<file path="src/rtl/sreg_pkg.sv">
package sreg_pkg;

  localparam int SEL_IMASK    = 16;
  localparam int SEL_BPRI     = 17;
  localparam int SEL_BPRI_MAX = 18;
  localparam int SEL_FMASK    = 19;
  localparam int SEL_CTRL     = 20;

  localparam int CTRL_SP_BIT  = 1;

  typedef struct packed {
    logic imask;
    logic bpri;
    logic bpri_max;
    logic fmask;
    logic ctrl;
  } sreg_hit_t;

endpackage

</file>
<file path="src/rtl/sreg_decode.sv">
module sreg_decode
  import sreg_pkg::*;
#(
  parameter int SEL_W = 8
) (
  input  logic [SEL_W-1:0] sel,
  output sreg_hit_t        hit
);

  always_comb begin
    hit          = '0;
    hit.imask    = (sel == SEL_W'(SEL_IMASK));
    hit.bpri     = (sel == SEL_W'(SEL_BPRI));
    hit.bpri_max = (sel == SEL_W'(SEL_BPRI_MAX));
    hit.fmask    = (sel == SEL_W'(SEL_FMASK));
    hit.ctrl     = (sel == SEL_W'(SEL_CTRL));
  end

endmodule

</file>
<file path="src/rtl/sreg_bpri.sv">
module sreg_bpri #(
  parameter int PRI_W = 8
) (
  input  logic             clk,
  input  logic             rst_n,
  input  logic             wr_plain,
  input  logic             wr_cond,
  input  logic [PRI_W-1:0] cand,
  output logic [PRI_W-1:0] bpri_q
);

  logic             tighten;
  logic             bpri_en;
  logic [PRI_W-1:0] bpri_d;

  // next-state: conditional alias only narrows the unmasked window
  always_comb begin
    tighten = (cand != '0) && ((bpri_q == '0) || (cand < bpri_q));
    bpri_en = wr_plain | (wr_cond & tighten);
    bpri_d  = cand;
  end

  always_ff @(posedge clk or negedge rst_n) begin
    if (!rst_n) begin
      bpri_q <= '0;
    end else if (bpri_en) begin
      bpri_q <= bpri_d;
    end
  end

endmodule

</file>
<file path="src/rtl/sreg_flags.sv">
module sreg_flags
  import sreg_pkg::*;
#(
  parameter int CTRL_W = 2,
  parameter int N_MASK = 2
) (
  input  logic              clk,
  input  logic              rst_n,
  input  logic [N_MASK-1:0] wr_mask,
  input  logic              mask_bit,
  input  logic              wr_ctrl,
  input  logic [CTRL_W-1:0] ctrl_data,
  output logic [N_MASK-1:0] mask_q,
  output logic [CTRL_W-1:0] ctrl_q,
  output logic              sp_switch
);

  for (genvar g = 0; g < N_MASK; g++) begin : g_mask
    logic mask_d;
    always_comb mask_d = mask_bit;
    always_ff @(posedge clk or negedge rst_n) begin
      if (!rst_n) begin
        mask_q[g] <= 1'b0;
      end else if (wr_mask[g]) begin
        mask_q[g] <= mask_d;
      end
    end
  end

  logic [CTRL_W-1:0] ctrl_d;

  always_comb begin
    ctrl_d    = ctrl_data;
    sp_switch = wr_ctrl && (ctrl_data[CTRL_SP_BIT] != ctrl_q[CTRL_SP_BIT]);
  end

  always_ff @(posedge clk or negedge rst_n) begin
    if (!rst_n) begin
      ctrl_q <= '0;
    end else if (wr_ctrl) begin
      ctrl_q <= ctrl_d;
    end
  end

endmodule

</file>
<file path="src/rtl/sreg_unit.sv">
module sreg_unit
  import sreg_pkg::*;
#(
  parameter int SEL_W  = 8,
  parameter int DATA_W = 32,
  parameter int PRI_W  = 8,
  parameter int CTRL_W = 2
) (
  input  logic              clk,
  input  logic              rst_n,
  input  logic [SEL_W-1:0]  sel,
  input  logic [DATA_W-1:0] wdata,
  input  logic              wr_en,
  input  logic              rd_en,
  output logic [DATA_W-1:0] rdata,
  output logic              irq_mask_o,
  output logic              flt_mask_o,
  output logic [PRI_W-1:0]  base_pri_o,
  output logic [CTRL_W-1:0] ctrl_o,
  output logic              sp_switch_o
);

  localparam int MASK_IRQ = 0;
  localparam int MASK_FLT = 1;
  localparam int N_MASK   = 2;

  sreg_hit_t         hit;
  logic [N_MASK-1:0] wr_mask;
  logic [N_MASK-1:0] mask_q;
  logic [PRI_W-1:0]  bpri_q;
  logic [CTRL_W-1:0] ctrl_q;
  logic [DATA_W-1:0] rd_mux;
  logic              unused_wdata_hi;

  assign unused_wdata_hi = ^wdata[DATA_W-1:PRI_W];

  sreg_decode #(.SEL_W(SEL_W)) u_dec (
    .sel (sel),
    .hit (hit)
  );

  always_comb begin
    wr_mask           = '0;
    wr_mask[MASK_IRQ] = wr_en & hit.imask;
    wr_mask[MASK_FLT] = wr_en & hit.fmask;
  end

  sreg_bpri #(.PRI_W(PRI_W)) u_bpri (
    .clk      (clk),
    .rst_n    (rst_n),
    .wr_plain (wr_en & hit.bpri),
    .wr_cond  (wr_en & hit.bpri_max),
    .cand     (wdata[PRI_W-1:0]),
    .bpri_q   (bpri_q)
  );

  sreg_flags #(.CTRL_W(CTRL_W), .N_MASK(N_MASK)) u_flags (
    .clk       (clk),
    .rst_n     (rst_n),
    .wr_mask   (wr_mask),
    .mask_bit  (wdata[0]),
    .wr_ctrl   (wr_en & hit.ctrl),
    .ctrl_data (wdata[CTRL_W-1:0]),
    .mask_q    (mask_q),
    .ctrl_q    (ctrl_q),
    .sp_switch (sp_switch_o)
  );

  always_comb begin
    rd_mux = '0;
    unique case (1'b1)
      hit.imask:               rd_mux = DATA_W'(mask_q[MASK_IRQ]);
      hit.bpri, hit.bpri_max:  rd_mux = DATA_W'(bpri_q);
      hit.fmask:               rd_mux = DATA_W'(mask_q[MASK_FLT]);
      hit.ctrl:                rd_mux = DATA_W'(ctrl_q);
      default:                 rd_mux = '0;
    endcase
    rdata = rd_en ? rd_mux : '0;
  end

  assign irq_mask_o = mask_q[MASK_IRQ];
  assign flt_mask_o = mask_q[MASK_FLT];
  assign base_pri_o = bpri_q;
  assign ctrl_o     = ctrl_q;

endmodule

</file>
<file path="config.mk">
export PLATFORM = sky130hd
export DESIGN_NAME = sreg_unit
export DESIGN_NICKNAME = d
export VERILOG_FILES = /design/src/rtl/sreg_pkg.sv /design/src/rtl/sreg_decode.sv /design/src/rtl/sreg_bpri.sv /design/src/rtl/sreg_flags.sv /design/src/rtl/sreg_unit.sv
export SDC_FILE = /design/constraint.sdc
export NUM_CORES = 1
export LEC_CHECK = 0
export BUFFER_PORTS_ARGS = -buffer_cell sky130_fd_sc_hd__buf_2
export CELL_PAD_IN_SITES_DETAIL_PLACEMENT = 1
export CELL_PAD_IN_SITES_GLOBAL_PLACEMENT = 1
export CORE_ASPECT_RATIO = 1.2
export CORE_UTILIZATION = 24
export DETAILED_ROUTE_END_ITERATION = 10
export GPL_TIMING_DRIVEN = 0
export HOLD_SLACK_MARGIN = 0.05
export PLACE_DENSITY = 0.81
export SLEW_MARGIN = 15
export SYNTH_ARGS = -nofsm -noshare
export SYNTH_HDL_FRONTEND = slang
export SYNTH_SLANG_ARGS = --single-unit
</file>
<file path="constraint.sdc">
create_clock -name clk -period 1.78 [get_ports clk]
set_input_delay 0.356 -clock clk [delete_from_list [all_inputs] [get_ports clk]]
set_output_delay 0.356 -clock clk [all_outputs]
set_load 0.005 [all_outputs]
</file>
==> flow_summary.ini, run 1 <==
[grt]
grt_start_max_net_pins = 13
grt_overflow = 0
grt_pass1_wl_um = 5150
grt_antenna_before_repair = 0
via_count_of_the_first_global_routing_pass = 1141
groute.usage.overall_pct = 13.0

[layout]
fin_util_pct = 38.8
area_growth_pct = 55.3
nets = 260
finalNonFillerCells = 265
final_layout_size_suffix_gt1_share_pct = 51.7
final.fill_count = 574
layout.area.seq_sq_um = 300
multi_input_gate_area_in_the_final_layout_sq_um = 808
antenna_cells_inserted = 0

[cts]
cts.root.buffer_cell = sky130_fd_sc_hd__clkbuf_8
insertion_delay_ns = 0.24
tritoncts_num_sinks = 12
tritoncts_clock_tree = yes
clockBufferDepth = 2
clock_slew_at_the_register_clock_pins_of_the_worst_setup_and_hold_paths_ns = 0.05
cts_made_buffers = 3
cts.htree.levels = 1

[floorplanning]
io-pin-count = 89
die_w_um = 64.9
fp.coreArea_sq_mm = 0.00456
floorplan.initialDensity_pct = 25.0
row_count = 27
die_area_sq_mm = 0.00503
die_height_um = 77.5

[yosys]
synthXorXnorAreaFrac_pct = 0.768
seq_area_frac_synth_pct = 26.3
post_synth_most_frequent_cells = 24 x sky130_fd_sc_hd__buf_4, 16 x sky130_fd_sc_hd__inv_1, 12 x sky130_fd_sc_hd__dfrtp_1, 8 x sky130_fd_sc_hd__a22oi_1, 8 x sky130_fd_sc_hd__o211ai_1
synth.area.mux_share_pct = 4.83
number_of_cells_produced_by_synthesis = 130
main_combinational_cell_family_by_area_after_synthesis = compound AO/OA/AOI/OAI gates
synth_largest_type_area_fraction_pct = 26.3
main_synth_ff_type = sky130_fd_sc_hd__dfrtp_1
postSynthAreaPerCell_sq_um = 8.77
ys_seq_elements = 12
async_flop_share_pct = 100
ys.warnings.count = 0
synth-edff-count = 0
synth.lib_cells_used.distinct = 35
synth_top_area_cell = sky130_fd_sc_hd__dfrtp_1
area_of_the_mapped_netlist_sq_mm = 0.00114
largest_cells_by_area_after_synthesis = sky130_fd_sc_hd__dfrtp_1 26%, sky130_fd_sc_hd__buf_4 16%, sky130_fd_sc_hd__ha_1 7.7%
synth.most_common_cell = sky130_fd_sc_hd__buf_4
synth_compound_area_share_pct = 23.7
synth_simple_gate_area_share_pct = 14.9
yosys.area_share.adder_pct = 7.68

[timing]
fmax_ghz = 0.512
setup_failing_eps_final = 15
post-route-period-util_pct = 110
final.setup_skew_ns = 0.00148
slew_viol_final = 0
worstMarginPinSlew_ns = 0.490
timing.slew.headroom_pct = 67.0
final.setup.worst_slack_ns = -0.172
totalNegativeSetupSlack_ns = -2.06
rsz0062_at_grt = true
final-hold-violation-count = 0
timing.final.crit_period_ns = 1.95

[setup_path]
worstPathMaxFanout = 8
launch_point_of_the_critical_path = u_bpri.bpri_q[7]
reg2reg_depth = 8
worstPathArrival_ns = 2.06
critical-path-slowest-cell = sky130_fd_sc_hd__or4_4
rrSetupSlack_ns = -0.17
crit_required_ns = 1.89
cp-end-kind = flip-flop
cpPeakStageDelay_ns = 0.52
path_common_cell = sky130_fd_sc_hd__a21oi_4
crit_path_cell_trace = inv_2, ha_4, or4_4, a21oi_4, o311ai_4, a21oi_4, buf_12, a22oi_1
cp-start-kind = flip-flop
timing_worst_setup_path_type = reg -> reg
reg2reg_from = u_bpri.bpri_q[7]
r2r-end = u_bpri.bpri_q[0]
cp-endpoint = u_bpri.bpri_q[0]

[place]
io_buffers = 39
post_placement_cell_count = 250
routabilityCongestion = 0.790
detailedPlace.worstSlack_ns = -0.610
place_hpwl_um = 2500

[hold_path]
hp-class = in -> reg
worst_hold_path.num_cells = 3

[routing]
drt_first_pass_iters = 4
wl_um = 3310
detailroute.wirelength.met3_um = 135
drt_first_iter_violations = 16
vias_per_cell = 4.49
routed_wire_length_per_instance_um = 12.5
wl_met1_um = 1270
routed.top_layer = met4
ant_nets = 0
met2RoutedLength_um = 1880
total_number_of_vias = 1189
post-route-drc-count = 0

[power_and_ir_drop]
power_density_mw_per_mm2 = 474
power.leakage_nw = 0.930
irDropWorstVdd_uv = 178
finalPower_mw = 0.839

[outcome]
failing_checks = setup timing
status = finished with violations

[run]
max_cap_violations = 0
-- routing by layer --
metal / track usage (%) / up-vias
li1: - / 573
met1: 13.5 / 574
met2: 25.1 / 39
met3: 1.62 / 3
met4: 5.56 / 0
met5: 0 / -
-- critical path: cells and delay by family (launching register included) --
| family | cells | cell delay, ns |
|---|---|---|
| AO/OA/AOI/OAI | 4 | 0.56 |
| adder cells (fa/ha/maj) | 1 | 0.16 |
| buffers and inverters | 2 | 0.22 |
| flip-flops | 1 | 0.37 |
| AND/OR/NAND/NOR | 1 | 0.52 |
-- worst min-delay path by stage --
| stage | slack [ns] | from | endpoint |
|---|---|---|---|
| 2_1_floorplan | 0.06 | rst_n | u_bpri.bpri_q[0] |
| 3_3_place_gp | 0.24 | rst_n | u_bpri.bpri_q[4] |
| 3_5_place_dp | 0.25 | rst_n | u_bpri.bpri_q[6] |
| 4_1_cts | 0.41 | wdata[2] | u_bpri.bpri_q[2] |
| 5_1_grt | 0.43 | wdata[2] | u_bpri.bpri_q[2] |
| 6_report | 0.41 | wdata[2] | u_bpri.bpri_q[2] |
-- metrics by stage --
stage	hold WS, ns	cell area (sq um)
2_1_floorplan	0.0604	1240
3_3_place_gp	0.245	1510
3_5_place_dp	0.249	1510
4_1_cts	0.411	1700
5_1_grt	0.425	1770
6_report	0.411	1770
-- final cells by class --
cell class | instances | share of cell area, %
multi-input combinational | 100 | 45.7
timing repair buffer | 51 | 17.2
sequential | 12 | 17.0
buffer | 25 | 10.4
tap | 58 | 4.10
inverter | 16 | 3.39
clock buffer | 3 | 2.33
-- power breakdown --
part	internal [mW]	total, mW	switching (mW)
combinational	0.150	0.292	0.143
sequential	0.292	0.308	0.0162
clock	0.148	0.238	0.0900
-- flip-flops by register name, summed over array words and instances (netlist names) --
signal	count
u_flags.mask_q	2
u_bpri.bpri_q	8
u_flags.ctrl_q	2
-- timing repair --
item,CTS,global route
buffers inserted,8,3
resized for setup,18,8
hold endpoints to repair,12,0
endpoints found under the setup margin,16,17
pin swaps,8,7
hold buffers,1,0
-- cells in the final DEF, fill, tap and decap left out, drive strengths merged, types with 2 or more instances in the layout --
master	instances
ha	7
dfrtp	12
nand2	4
nor4	4
nor2b	2
a211oi	3
a21oi	4
and2	6
clkbuf	3
inv	16
conb	24
buf	75
o211ai	9
mux2	4
a22oi	8
nand2b	4
nor3	3
nor2	4
-- cell families after synthesis --
| family | count (synthesis) |
|---|---|
| AOI/OAI and AO/OA | 33 |
| xor gates and xnor gates | 1 |
| adders and majority gates | 7 |
| buffers and inverters | 41 |
| DFF | 12 |
| muxes | 5 |
| other | 1 |
| and+or+nand+nor | 30 |
(Power assumes the default switching activity.)
==> run 2, diff against run 1 <==
==> constraint.sdc (replaced) <==
create_clock -name clk -period 1.78 [get_ports clk]
set_input_delay 0.178 -clock clk [delete_from_list [all_inputs] [get_ports clk]]
set_output_delay 0.178 -clock clk [all_outputs]
set_load 0.005 [all_outputs]
==> flow_summary.ini, run 2 (synthesized netlist as in run 1, its figures left out) <==
[power_and_ir_drop]
cell_internal_pwr_mw = 0.579
finalPower_mw = 0.820
power.sequential.fraction_pct = 37.6
irDropWorstVdd_uv = 185
share_comb_of_total_power_pct = 33.7
total_switching_power_mw = 0.241
swShare_pct = 29.4
power_density_mw_per_mm2 = 478
p_clk_share_pct = 28.7
power.leakage_nw = 0.905

[setup_path]
r2r-end = u_bpri.bpri_q[3]
cp-end-kind = flip-flop
cp-start-kind = flip-flop
rrSetupSlack_ns = -0.14
worstPathArrival_ns = 2.03
launch_point_of_the_critical_path = u_bpri.bpri_q[7]
crit_required_ns = 1.89
reg2reg_depth = 8
reg2reg_from = u_bpri.bpri_q[7]
worstPathMaxFanout = 8
cp-endpoint = u_bpri.bpri_q[3]
timing_worst_setup_path_type = reg -> reg

[timing]
fmax_ghz = 0.522
setup_failing_eps_final = 8
timing.final.crit_period_ns = 1.92
post-route-period-util_pct = 108
final.setup_skew_ns = 0.00171
final-hold-violation-count = 0
rsz0062_at_grt = true
slew_viol_final = 0
final.setup.worst_slack_ns = -0.137
worstMarginPinSlew_ns = 0.490
timing.slew.headroom_pct = 67.0

[cts]
clock_slew_at_the_register_clock_pins_of_the_worst_setup_and_hold_paths_ns = 0.05
insertion_delay_ns = 0.23
tritoncts_num_sinks = 12
tritoncts_clock_tree = yes
cts.htree.levels = 1
cts_made_buffers = 3
clockBufferDepth = 2
cts.root.buffer_cell = sky130_fd_sc_hd__clkbuf_8

[floorplanning]
die_height_um = 77.5
io-pin-count = 89
floorplan.initialDensity_pct = 25.0
die_w_um = 64.9
fp.coreArea_sq_mm = 0.00456
die_area_sq_mm = 0.00503
row_count = 27

[place]
post_placement_cell_count = 250
place_hpwl_um = 2500
io_buffers = 39
routabilityCongestion = 0.790
placement.cell_area_sq_mm = 0.00151

[routing]
ant_nets = 0
post-route-drc-count = 0
wl_um = 3180
drt_first_pass_iters = 4
total_number_of_vias = 1161
drt_first_iter_violations = 11
vias_per_cell = 4.45
routed_wire_length_per_instance_um = 12.2

[layout]
most_flop_heavy_register = u_bpri.bpri_q
layout_common_cells = 39 x sky130_fd_sc_hd__buf_2, 30 x sky130_fd_sc_hd__buf_4, 24 x sky130_fd_sc_hd__conb_1, 13 x sky130_fd_sc_hd__inv_1, 12 x sky130_fd_sc_hd__dfrtp_1
nets = 256
layout.cells.most_common = sky130_fd_sc_hd__buf_2
final.fill_count = 573
area_growth_pct = 50.6
layout.area.seq_sq_um = 300
multi_input_gate_area_in_the_final_layout_sq_um = 788
final_layout_size_suffix_gt1_share_pct = 48.3
antenna_cells_inserted = 0
reg.largest.list = u_bpri.bpri_q: 8 flops, u_flags.ctrl_q: 2 flops, u_flags.mask_q: 2 flops
final_area_sq_mm = 0.00172
finalNonFillerCells = 261
largest_register_ffs = 8

[grt]
grt_util_met3_pct = 1.62
grt_start_max_net_pins = 13
grt_antenna_before_repair = 0
grt_pass1_wl_um = 4930
grt_overflow = 0
globalRouteMet1Util_pct = 13.2
gr-usage-met2_pct = 23.6
globalRoute.busiestLayer = met2
groute.usage.overall_pct = 12.5
via_count_of_the_first_global_routing_pass = 1096

[run]
max_cap_violations = 0

[hold_path]
hp-class = in -> reg

[outcome]
status = finished with violations
failing_checks = setup timing
-- run 2: area by class of cell --
class,count,share of cell area [%]
well taps,58,4.23
flip-flops and latches,12,17.5
inverters,16,3.50
repair buffers,47,15.7
plain buffers,25,10.7
multi-input cells,100,45.9
clock buffers,3,2.41
-- run 2: worst min path at each step --
| stage | startpoint | endpoint | slack [ns] | depth (start not counted) |
|---|---|---|---|---|
| after floorplan | rst_n | u_bpri.bpri_q[0] | -0.12 | 0 |
| final | wdata[2] | u_bpri.bpri_q[2] | 0.24 | 3 |
| after detailed placement | rst_n | u_bpri.bpri_q[6] | 0.07 | 1 |
| after CTS | wdata[2] | u_bpri.bpri_q[2] | 0.23 | 3 |
| after global routing | wdata[2] | u_bpri.bpri_q[2] | 0.25 | 3 |
| after global placement | rst_n | u_bpri.bpri_q[4] | 0.07 | 1 |
-- run 2: repair_timing --
action                                  in CTS  in global routing
endpoints found under the setup margin      15                 15
hold buffers                                 1                  0
cloned                                       0                  0
gates resized for setup                     11                  7
hold endpoints to repair                    12                  0
pin swaps                                    6                  3
setup buffers                                4                  3
-- run 2: per-stage QoR --
step           worst slack, ns  hold WS, ns  utilization [%]  TNS, ns
2_1_floorplan          -0.0450       -0.118                -   -0.335
3_3_place_gp            -0.223       0.0666             33.0    -3.09
3_5_place_dp            -0.280       0.0709             33.0    -3.81
4_1_cts                 -0.202        0.233             36.0    -1.44
5_1_grt                 -0.184        0.247             37.6    -1.42
6_report                -0.137        0.237             37.6    -1.05
-- run 2: power by group through the flow --
stage | clock [mW] | combinational, mW | sequential (mW)
floorplan | 0 | 0.139 | 0.314
global route | 0.251 | 0.305 | 0.311
finish | 0.235 | 0.276 | 0.308
CTS | 0.243 | 0.259 | 0.309
global placement | 0 | 0.211 | 0.316
detailed placement | 0 | 0.219 | 0.317
-- run 2: routing by layer --
layer	routed length (um)	up-vias	part of all wire [%]
met2	1790	39	56
met4	23	0	0.72
li1	-	565	-
met1	1220	554	38
met5	0	-	0
met3	152	3	4.8
-- run 2: worst max-delay path: stages, from the launching register on --
cell and delay [ns]:
sky130_fd_sc_hd__dfrtp_1 0.36, sky130_fd_sc_hd__inv_2 0.06, sky130_fd_sc_hd__ha_4 0.16, sky130_fd_sc_hd__or4_4 0.52
sky130_fd_sc_hd__a21oi_4 0.17, sky130_fd_sc_hd__o311ai_4 0.11, sky130_fd_sc_hd__a21oi_4 0.18, sky130_fd_sc_hd__buf_12 0.15
sky130_fd_sc_hd__a22oi_1 0.08
==> run 3, diff against run 2 <==
--- a/config.mk
+++ b/config.mk
@@ -10,4 +10,5 @@
 export CELL_PAD_IN_SITES_GLOBAL_PLACEMENT = 1
 export CORE_ASPECT_RATIO = 1.2
+export CORE_MARGIN = 2
 export CORE_UTILIZATION = 24
 export DETAILED_ROUTE_END_ITERATION = 10
==> constraint.sdc (replaced) <==
create_clock -name clk -period 1.78 [get_ports clk]
set_input_delay 0.356 -clock clk [delete_from_list [all_inputs] [get_ports clk]]
set_output_delay 0.356 -clock clk [all_outputs]
set_load 0.005 [all_outputs]
==> flow_summary.ini, run 3 (synthesized netlist as in run 1, its figures left out) <==
[outcome]
status = finished with violations
failing_checks = setup timing

[floorplanning]
die_w_um = 66.9
die_height_um = 79.5
floorplan.initialDensity_pct = 24.8
fp.coreArea_sq_mm = 0.00459
die_area_sq_mm = 0.00532
row_count = 27
io-pin-count = 89

[layout]
layout_common_cells = 35 x sky130_fd_sc_hd__buf_4, 33 x sky130_fd_sc_hd__buf_2, 24 x sky130_fd_sc_hd__conb_1, 12 x sky130_fd_sc_hd__inv_1, 12 x sky130_fd_sc_hd__dfrtp_1
final_area_sq_mm = 0.00189
largest_register_ffs = 8
finalNonFillerCells = 269
reg.largest.list = u_bpri.bpri_q: 8 flops, u_flags.ctrl_q: 2 flops, u_flags.mask_q: 2 flops
most_flop_heavy_register = u_bpri.bpri_q
fin_util_pct = 41.0
antenna_cells_inserted = 0
layout.cells.most_common = sky130_fd_sc_hd__buf_4
area_growth_pct = 65.4
final_layout_size_suffix_gt1_share_pct = 56.4
nets = 263

[timing]
fmax_ghz = 0.502
final.setup.worst_slack_ns = -0.213
rsz0062_at_grt = true
post-route-period-util_pct = 112
totalNegativeSetupSlack_ns = -1.91
final-hold-violation-count = 0
setup_failing_eps_final = 16
timing.final.crit_period_ns = 1.99
slew_viol_final = 0
final.setup_skew_ns = 0.0105
hold-worst-slack_ns = 0.382

[grt]
grt_antenna_before_repair = 0
grt_overflow = 0
via_count_of_the_first_global_routing_pass = 1174
groute.usage.overall_pct = 13.9
grt_start_max_net_pins = 13
grt_pass1_wl_um = 5640

[cts]
cts.root.buffer_cell = sky130_fd_sc_hd__clkbuf_8
cts_made_buffers = 3
tritoncts_num_sinks = 12
clockBufferDepth = 2
clock_slew_at_the_register_clock_pins_of_the_worst_setup_and_hold_paths_ns = 0.06
insertion_delay_ns = 0.25
cts.htree.levels = 1
tritoncts_clock_tree = yes

[place]
io_buffers = 39
post_placement_cell_count = 250
routabilityCongestion = 0.763
place_hpwl_um = 2640
placement.cell_area_sq_mm = 0.00151

[power_and_ir_drop]
power.leakage_nw = 0.967
power_density_mw_per_mm2 = 496
irDropWorstVdd_uv = 220

[routing]
routed_wire_length_per_instance_um = 15.1
wl_um = 4060
vias_per_cell = 4.69
total_number_of_vias = 1262
ant_nets = 0
post-route-drc-count = 0
drt_first_iter_violations = 44
drt_first_pass_iters = 5

[setup_path]
cp.buffers_inverters = 2
worstPathMaxFanout = 8
cp-end-kind = flip-flop
path_common_cell = sky130_fd_sc_hd__a21oi_4
cpLargestDelayFamily = simple AND/OR/NAND/NOR gates
cpPeakStageDelay_ns = 0.54
worstPathArrival_ns = 2.11
timing_worst_setup_path_type = reg -> reg
crit_required_ns = 1.90
critical-path-slowest-cell = sky130_fd_sc_hd__or4_4
cp-start-kind = flip-flop
crit_path_cell_trace = inv_2, ha_4, or4_4, a21oi_4, o311ai_4, a21oi_4, buf_12, a22oi_2

[hold_path]
hp-class = in -> reg

[run]
max_cap_violations = 0
[run 3: worst min-delay path, cell delays in order]
cell and delay [ns]:
sky130_fd_sc_hd__buf_2 0.13, sky130_fd_sc_hd__inv_1 0.05, sky130_fd_sc_hd__a22oi_1 0.05
[run 3: timing repair]
action / CTS / global route
hold buffers: 1 / 0
setup buffers: 7 / 7
endpoints found under the setup margin: 16 / 17
hold endpoints to repair: 12 / 0
cloned: 0 / 0
pin swaps: 10 / 18
gates resized for setup: 19 / 24
[run 3: final timing paths]
path / start / end / slack [ns] / cells past startpoint
setup / recovery: u_bpri.bpri_q[1] / u_bpri.bpri_q[1] / -0.21 / 8
hold / removal: wdata[6] / u_bpri.bpri_q[6] / 0.38 / 3
setup reg to reg: u_bpri.bpri_q[1] / u_bpri.bpri_q[1] / -0.21 / 8
hold reg to reg: u_flags.mask_q[0] / u_flags.mask_q[0] / 0.54 / 1
max in group asynchronous: rst_n / u_flags.ctrl_q[0] / 1.02 / 2
min in group asynchronous: rst_n / u_bpri.bpri_q[0] / 0.52 / 2
[run 3: final cells by class]
type / count / area, sq um
flip-flops and latches: 12 / 300
plain buffers: 25 / 185
well taps: 58 / 72.6
clock buffers: 4 / 55.1
repair buffers: 54 / 368
inverters: 16 / 60.1
multi-input cells: 100 / 845
fillers: 555 / 2710
[run 3: where the power goes]
group | internal (mW) | switching [mW]
clock | 0.196 | 0.115
combinational | 0.158 | 0.157
sequential | 0.292 | 0.0191
total | 0.646 | 0.291
[run 3: through the flow]
| stage | power, mW | worst slack, ns |
|---|---|---|
| after floorplan | 0.453 | -0.0450 |
| after global placement | 0.529 | -0.471 |
| after detailed placement | 0.537 | -0.526 |
| after CTS | 0.893 | -0.229 |
| after global routing | 0.984 | -0.256 |
| final | 0.936 | -0.213 |
[run 3: layer usage]
metal	track usage, %	share of wire (%)	routed length, um	up-vias
met4	7.76	4.6	186	0
li1	-	-	-	578
met5	0	0	0	-
met2	26.7	54	2190	64
met1	14.6	35	1430	604
met3	0.423	6.1	246	16
